$ cat src/rtl/aperture_remap_pkg.sv
package aperture_remap_pkg;

  localparam int APER_BITS = 4;
  localparam int LOW_BITS  = 28;
  localparam int WORDS     = 4;

  // Strobes from register decode to the map storage
  typedef struct packed {
    logic        grpWe;   // write to a valid group register
    logic        updWe;   // write to the update register
    logic        grpHit;  // address selects a valid group register
    logic [3:0]  grp;     // group (master) index
    logic [1:0]  sel;     // word within group
    logic [31:0] data;    // write data
  } strobe_t;

endpackage

$ cat src/rtl/aperture_remap_ctrl.sv
module aperture_remap_ctrl
  import aperture_remap_pkg::*;
#(
  parameter int NUM_MASTERS = 2,
  parameter int ADDR_W      = 12,
  parameter int UPD_ADDR    = 'h100
) (
  input  logic              regWrEn,
  input  logic [ADDR_W-1:0] regAddr,
  input  logic [31:0]       regWrData,
  output strobe_t           strobe
);

  logic inGroupSpace;
  logic grpInRange;
  logic grpHit;
  logic updHit;

  assign inGroupSpace = (regAddr[ADDR_W-1:8] == '0) && (regAddr[1:0] == 2'b00);
  assign grpInRange   = {1'b0, regAddr[7:4]} < 5'(NUM_MASTERS);
  assign grpHit       = inGroupSpace && grpInRange;
  assign updHit       = (regAddr == ADDR_W'(UPD_ADDR));

  always_comb begin
    strobe.grpWe  = regWrEn && grpHit;
    strobe.updWe  = regWrEn && updHit;
    strobe.grpHit = grpHit;
    strobe.grp    = regAddr[7:4];
    strobe.sel    = regAddr[3:2];
    strobe.data   = regWrData;
  end

endmodule

$ cat src/rtl/aperture_remap_dp.sv
module aperture_remap_dp
  import aperture_remap_pkg::*;
#(
  parameter int NUM_MASTERS = 2
) (
  input  logic                     clk,
  input  logic                     rstN,
  input  strobe_t                  strobe,
  input  logic [32*NUM_MASTERS-1:0] mstAddr,
  output logic [31:0]              regRdData,
  output logic [4*NUM_MASTERS-1:0] slvSel,
  output logic [32*NUM_MASTERS-1:0] slvAddr,
  output logic [NUM_MASTERS-1:0]   decErr
);

  logic [31:0] shadowQ [NUM_MASTERS][WORDS];
  logic [31:0] activeQ [NUM_MASTERS][WORDS];
  logic [31:0] rdPart  [NUM_MASTERS];

  for (genvar m = 0; m < NUM_MASTERS; m++) begin : g_mst
    localparam logic [3:0] MID = 4'(m);

    // shadow and working map storage
    always_ff @(posedge clk) begin
      if (!rstN) begin
        for (int w = 0; w < WORDS; w++) begin
          shadowQ[m][w] <= '0;
          activeQ[m][w] <= '0;
        end
      end else begin
        if (strobe.grpWe && strobe.grp == MID)
          shadowQ[m][strobe.sel] <= strobe.data;
        if (strobe.updWe && strobe.data[m])
          for (int w = 0; w < WORDS; w++)
            activeQ[m][w] <= shadowQ[m][w];
      end
    end

    // translation
    logic [APER_BITS-1:0] aper;
    logic [31:0]          selWord;
    logic [31:0]          offWord;
    logic [3:0]           selNib;
    logic [3:0]           offNib;

    assign aper    = mstAddr[32*m+31 -: APER_BITS];
    assign selWord = activeQ[m][{1'b0, aper[3]}];
    assign offWord = activeQ[m][{1'b1, aper[3]}];
    assign selNib  = 4'(selWord >> {aper[2:0], 2'b00});
    assign offNib  = 4'(offWord >> {aper[2:0], 2'b00});

    assign slvSel[4*m+3 -: 4]   = selNib;
    assign decErr[m]            = (selNib == 4'd0);
    assign slvAddr[32*m+31 -: 32] = {offNib, mstAddr[32*m+LOW_BITS-1 -: LOW_BITS]};

    assign rdPart[m] = (strobe.grpHit && strobe.grp == MID) ? shadowQ[m][strobe.sel] : '0;
  end

  always_comb begin
    regRdData = '0;
    for (int m = 0; m < NUM_MASTERS; m++)
      regRdData = regRdData | rdPart[m];
  end

endmodule

$ cat src/rtl/aperture_remap.sv
module aperture_remap
  import aperture_remap_pkg::*;
#(
  parameter int NUM_MASTERS = 2,
  parameter int ADDR_W      = 12,
  parameter int UPD_ADDR    = 'h100
) (
  input  logic                      clk,
  input  logic                      rstN,
  input  logic                      regWrEn,
  input  logic [ADDR_W-1:0]         regAddr,
  input  logic [31:0]               regWrData,
  output logic [31:0]               regRdData,
  input  logic [32*NUM_MASTERS-1:0] mstAddr,
  output logic [4*NUM_MASTERS-1:0]  slvSel,
  output logic [32*NUM_MASTERS-1:0] slvAddr,
  output logic [NUM_MASTERS-1:0]    decErr
);

  strobe_t strobe;

  aperture_remap_ctrl #(
    .NUM_MASTERS(NUM_MASTERS),
    .ADDR_W     (ADDR_W),
    .UPD_ADDR   (UPD_ADDR)
  ) u_ctrl (
    .regWrEn  (regWrEn),
    .regAddr  (regAddr),
    .regWrData(regWrData),
    .strobe   (strobe)
  );

  aperture_remap_dp #(
    .NUM_MASTERS(NUM_MASTERS)
  ) u_dp (
    .clk      (clk),
    .rstN     (rstN),
    .strobe   (strobe),
    .mstAddr  (mstAddr),
    .regRdData(regRdData),
    .slvSel   (slvSel),
    .slvAddr  (slvAddr),
    .decErr   (decErr)
  );

endmodule

$ cat config.mk
export PLATFORM = sky130hd
export DESIGN_NAME = aperture_remap
export DESIGN_NICKNAME = d
export VERILOG_FILES = /design/src/rtl/aperture_remap_pkg.sv /design/src/rtl/aperture_remap_ctrl.sv /design/src/rtl/aperture_remap_dp.sv /design/src/rtl/aperture_remap.sv
export SDC_FILE = /design/constraint.sdc
export NUM_CORES = 1
export LEC_CHECK = 0
export ABC_AREA = 1
export BUFFER_PORTS_ARGS = -buffer_cell sky130_fd_sc_hd__buf_4
export CAP_MARGIN = 20
export CORE_ASPECT_RATIO = 0.6
export CORE_MARGIN = 10
export CORE_UTILIZATION = 38
export CTS_BUF_LIST = sky130_fd_sc_hd__clkbuf_2
export DETAILED_ROUTE_END_ITERATION = 6
export GPL_TIMING_DRIVEN = 0
export HOLD_SLACK_MARGIN = 0.05
export PLACE_DENSITY = 0.58
export SLEW_MARGIN = 20
export SYNTH_ARGS = -nofsm -noshare
export SYNTH_HDL_FRONTEND = slang
export SYNTH_SLANG_ARGS = --single-unit
$ cat constraint.sdc
create_clock -name clk -period 4.75 [get_ports clk]
set_input_delay 0.95 -clock clk [delete_from_list [all_inputs] [get_ports clk]]
set_output_delay 0.95 -clock clk [all_outputs]
set_load 0.01 [all_outputs]
Word level (Yosys, flattened, before mapping)
Memories as Yosys holds them, arrays and structs flattened.
Index checks and enable logic that the tools add are counted.
{"block": "totals", "reg_bits": 0, "ramBits": 512, "out_inout_bits": 106, "elab_cells": 600, "n_memories": 2}
{"memory": "u_dp.activeQ", "words": 2, "width": 128, "rd": 2, "rd_clocked_by_memory_dff": 0, "wr": 2, "line": "aperture_remap_dp.sv:17", "text": "logic [31:0] activeQ [NUM_MASTERS][WORDS];"}
{"memory": "u_dp.shadowQ", "words": 2, "width": 128, "rd": 2, "rd_clocked_by_memory_dff": 0, "wr": 2, "line": "aperture_remap_dp.sv:16", "text": "logic [31:0] shadowQ [NUM_MASTERS][WORDS];"}
{"block": "classes", "magnitude_cmp": 7, "n_eq_ne": 2, "n_shift": 4, "mux": 299, "bitwise_logic": 270, "reduce_logical": 16}
{"op": "two-way mux 32 bit", "count": 23}
{"op": "binary-select mux 32 bit (select 2 bit)", "count": 6}
{"op": "two-way mux 1 bit", "count": 267}
{"op": "OR 1 bit", "count": 264}
{"op": "two-way mux 128 bit", "count": 2}
{"op": ">> shifter 32 x 5 -> 4 bit", "count": 4}
{"op": "demux 32 bit (select 2 bit)", "count": 1}
{"op": "OR 32 bit", "count": 1}
{"op": "logical NOT 4 bit", "count": 4}
{"op": "greater-or-equal comparator 3 bit (second input constant)", "count": 5}
{"op": "== test 12 x 9 -> 1 bit (second input constant)", "count": 1}
{"op": "logical AND 1 bit", "count": 11}
{"op": "NOT 2 -> 3 bit", "count": 3}
{"op": "NOT 1 -> 3 bit", "count": 2}
{"op": "== test 4 x 1 -> 1 bit (second input constant)", "count": 1}
{"op": "< comparator 4 x 2 -> 1 bit (second input constant)", "count": 1}
{"op": "< comparator 3 x 1 -> 1 bit (second input constant)", "count": 1}
{"op": "logical NOT 2 bit", "count": 1}

Longest topological paths before layout
{"block": "logic_depth", "word_depth": 9, "mapped_depth": 11, "mapped_depth_nobuf": 10}

Modules after synthesis
A second synthesis with hierarchy kept.
{"block": "unflattened", "hier_cells": 2364, "area_unflattened_um2": 23792.8}
{"module": "aperture_remap_dp", "n_inst": 1, "cells_each": 2310, "area_each_um2": 23423.7, "seq_area_each_um2": 15374.7}
{"module": "aperture_remap_ctrl", "n_inst": 1, "cells_each": 54, "area_each_um2": 369.1, "seq_area_each_um2": 0.0}

Least setup slack after synthesis
OpenSTA, ideal clock, no wires.
{"block": "synth_timing", "kind": "input port to flip-flop", "start": "in regAddr[7]", "end": "mem u_dp.activeQ[0][0] (netlist bit) (enable)", "setup_ns": 0.492, "t_arrival_ns": 4.263, "t_required_ns": 4.258, "path_slack_ns": -0.005, "path_stages": 5, "n_path_buf": 0, "cell_sequence": "nor3_2 -> nand2_1 -> nor3_2 -> nand2_1 -> nand2_1"}
{"item": "start, declared", "line": "aperture_remap.sv:11", "text": "input logic [ADDR_W-1:0] regAddr,"}
{"item": "end, declared", "line": "aperture_remap_dp.sv:17"}

Final worst setup path
{"block": "layout_timing", "start": "in regAddr[10]", "end": "out regRdData[18]"}
{"block": "layout_via", "elab_chain_len": 6, "elab_cells_between_ends": 8, "classes_between": "mux: 2; bitwise: 1; reduce/logical: 5"}
{"item": "logical NOT 4 bit (*)", "line": "aperture_remap_ctrl.sv:19", "text": "assign inGroupSpace = (regAddr[ADDR_W-1:8] == '0) && (regAddr[1:0] == 2'b00);"}
{"item": "logical AND 1 bit (*)", "line": "aperture_remap_ctrl.sv:19"}
{"item": "logical AND 1 bit (*)", "line": "aperture_remap_ctrl.sv:21", "text": "assign grpHit = inGroupSpace && grpInRange;"}
{"item": "logical AND 1 bit", "line": "aperture_remap_dp.sv:56", "text": "assign rdPart[m] = (strobe.grpHit && strobe.grp == MID) ? shadowQ[m][strobe.sel] : '0;"}
{"item": "two-way mux 32 bit", "line": "aperture_remap_dp.sv:56"}
{"item": "OR 32 bit (*)", "line": "aperture_remap_dp.sv:62", "text": "regRdData = regRdData | rdPart[m];"}
{"item": "end, declared", "line": "aperture_remap.sv:13", "text": "output logic [31:0] regRdData,"}
Every way passes the cells marked *; elsewhere a longest branch is shown, timed or not.

==> summary.txt <==
Sequential fraction of the synthesis area -> 66.14%
Die Width -> 339.3 um
Peak supply drop -> 144.4 uV
Drt drc -> 0
Drt pass-1 iters -> 6
Cell depth of the worst hold path -> 3
CTS HTree Levels -> 3
WHS -> 0.2508 ns
# nets final -> 2714
Core box area -> 60700 um2
Layout cell share with drive strength beyond 1 -> 17.64%
Cells after DPL -> 3314
Critical path data arrival time -> 3.74 ns
Dpl hpwl -> 66510 um
Clock insertion delay at the later pin of the skew report -> 1.14 ns
Crit path capture type -> output port
Vias/cell -> 5.443
Fin crit share -> 98.68%
Yosys warnings -> 0
RSZ-0062 raised after global routing -> no
Startpoint types -> input port
Routed wl met3 -> 15760 um
Switching power of the nets -> 2476 uW
Reg2reg setup slack -> 3.79 ns
Power density cells -> 335.1 nW/um2
Port Buffer Count -> 158
Final Instance Count excl. Fillers -> 3495
Clock share of power -> 32.6%
Die footprint -> 71790 um2
First-pass GRT wire length -> 124500 um
Total clock sinks -> 512
Mean Syn Cell Area -> 10.03 um2
CTS resizes -> 0
CTS tree -> done
Slew Viols, Final -> 0
Relative slew slack -> 22.27%
Crit Path Category -> in -> out
Logic gate share of total power -> 9.8%
First DRT Iteration DRCs -> 3305
Cell Rows -> 70
Worst R2R End -> u_dp.activeQ[1][76]
Part of the power in registers -> 57.7%
R2r worst-path depth -> 2
Initial Utilization -> 38.30%
Post-Route M1 WL -> 38930 um
Max layer used -> met4
RR Startpoint -> u_dp.shadowQ[1][76]
Fin crit period -> 4.687 ns
Clock transition at the registers of the reported paths -> 0.13 ns
Class of the worst hold path -> in -> reg
Hold Buf Count CTS -> 0
Vias -> 19.03k
Total grt overflow -> 0
Switching share of power -> 27.62%
Max_cap viols -> 0
GP Congestion -> 0.9875
Syn-to-layout area delta -> 15.10%
Setup violators final -> 0
Gate Count Post-Synth -> 2317
# IOs -> 217
Number of global-route vias before repair -> 17.98k
Largest net degree at the start of global routing -> 96
# Post-CTS Setup Buffers -> 0
Final Skew -> 0.06263 ns
Antenna violations before repair -> 3
Setup TNS -> 0 ns
Pint -> 6489 uW
Synth cell types -> 18
Mapped Nets -> 2428
Worst-Margin Slew -> 1.166 ns
Clock buffer depth -> 3
Routed met2 length -> 33000 um
Final hold vios -> 0
CP Data Required Time -> 3.80 ns
Cell area after synthesis -> 23240 um2
Status -> completed
#FFs+latches synth -> 512
Crit-path max FO -> 10
Root Buffer -> clkbuf_2
Worst hold path startpoint -> regWrData[8]
Design Power -> 8965 uW
Num CTS Buffers -> 115
Detail Route Antenna Nets -> 0
Hold endpoint -> u_dp.shadowQ[1][104]
Die Y -> 211.6 um
Max Freq -> 213.3 MHz
Total routed wirelength -> 88850 um
Drt wl/cell -> 25.42 um
Lkg Pwr -> 0.01183 uW
Total GRT Usage -> 23.99%
## worst max-delay path: stages
cell	delay [ns]
buf_4	0.11
nor2_1	0.09
nand3b_1	0.14
nor2_1	0.15
nand2_1	0.08
nor2_1	0.63
clkbuf_1	0.71
o21ai_0	0.36
nand2_1	0.32
buf_4	0.18
## synth_stat cells, drive strengths merged
library cell    n  area [um2]
inv           375        1408
nand4           1       6.260
clkbuf         51       191.4
buf           138       818.3
o211ai         11       82.58
nand3          91       455.4
nor3            2       20.02
nand2         248       930.9
nor2          594        2230
o221ai         23       201.4
nand3b          1       7.510
o21ai         132       660.6
clkinv          2       7.510
edfxtp        512       15370
o22ai         136       850.8
## state kept, by name (all words and copies together), names as in the netlist
signal / flops
u_dp.activeQ: 256
u_dp.shadowQ: 256
## stage by stage
| stage | instance area (um2) | utilization (%) | worst slack [ns] |
|---|---|---|---|
| 4_1_cts | 26750 | 44.07 | 0.2459 |
| 3_5_place_dp | 25750 | 42.43 | 0.2526 |
| 5_1_grt | 26750 | 44.08 | 0.05660 |
| 3_3_place_gp | 25470 | 41.97 | -0.02208 |
| 6_report | 26750 | 44.08 | 0.06265 |
| 2_1_floorplan | 23250 | - | 1.250 |
## per-layer routing
layer,up-vias,global-route usage (%)
met5,-,0
met4,0,4.493
met3,109,10.39
met2,1530,30.13
met1,9190,37.00
li1,8196,-
## worst max path at each step
stage / startpoint / to / slack (ns) / depth (start not counted)
after CTS: regAddr[10] / regRdData[17] / 0.25 / 10
after global routing: regAddr[9] / regRdData[20] / 0.06 / 10
after global placement: regAddr[3] / u_dp.activeQ[0][73] / -0.02 / 8
after detailed placement: regAddr[10] / regRdData[17] / 0.25 / 10
final: regAddr[10] / regRdData[18] / 0.06 / 10
after floorplan: regAddr[7] / u_dp.activeQ[0][0] / 1.25 / 5
## kinds of logic after synthesis
group | synth area share (%)
AND/OR/NAND/NOR | 15.70
AO/OA/AOI/OAI | 7.724
flip-flops | 66.14
buffers and inverters | 10.43
## cells in the final DEF (no fill, tap or decap), drive strengths merged
cell type / synthesis / final
nor2: 594 / 594
edfxtp: 512 / 512
inv: 375 / 376
buf: 138 / 306
nand2: 248 / 248
clkbuf: 51 / 203
o22ai: 136 / 136
o21ai: 132 / 132
nand3: 91 / 91
clkinv: 2 / 24
o221ai: 23 / 23
o211ai: 11 / 11
bufinv: 0 / 5
diode: 0 / 2
nor3: 2 / 2
nand3b: 1 / 1
nand4: 1 / 1
## cell type report
cell class                      instances  area, um2
Timing Repair Buffer                  169       1420
Tap cell                              828       1036
Buffer                                189       1012
Antenna cell                            2      5.005
Multi-Input combinational cell       1239       5498
Fill cell                            5925      33940
Inverter                              377       1415
Clock inverter                         28      237.7
Sequential cell                       512      15370
Clock buffer                          151      755.7
## power by group through the flow
stage | Sequential, uW | Clock, uW | Combinational [uW]
6_report | 5170 | 2920 | 875
5_1_grt | 5180 | 3140 | 923
4_1_cts | 5170 | 2920 | 846
3_5_place_dp | 5270 | 0 | 843
3_3_place_gp | 5280 | 0 | 810
2_1_floorplan | 5260 | 0 | 435
No activity file was read; power rests on OpenSTA's default activity.
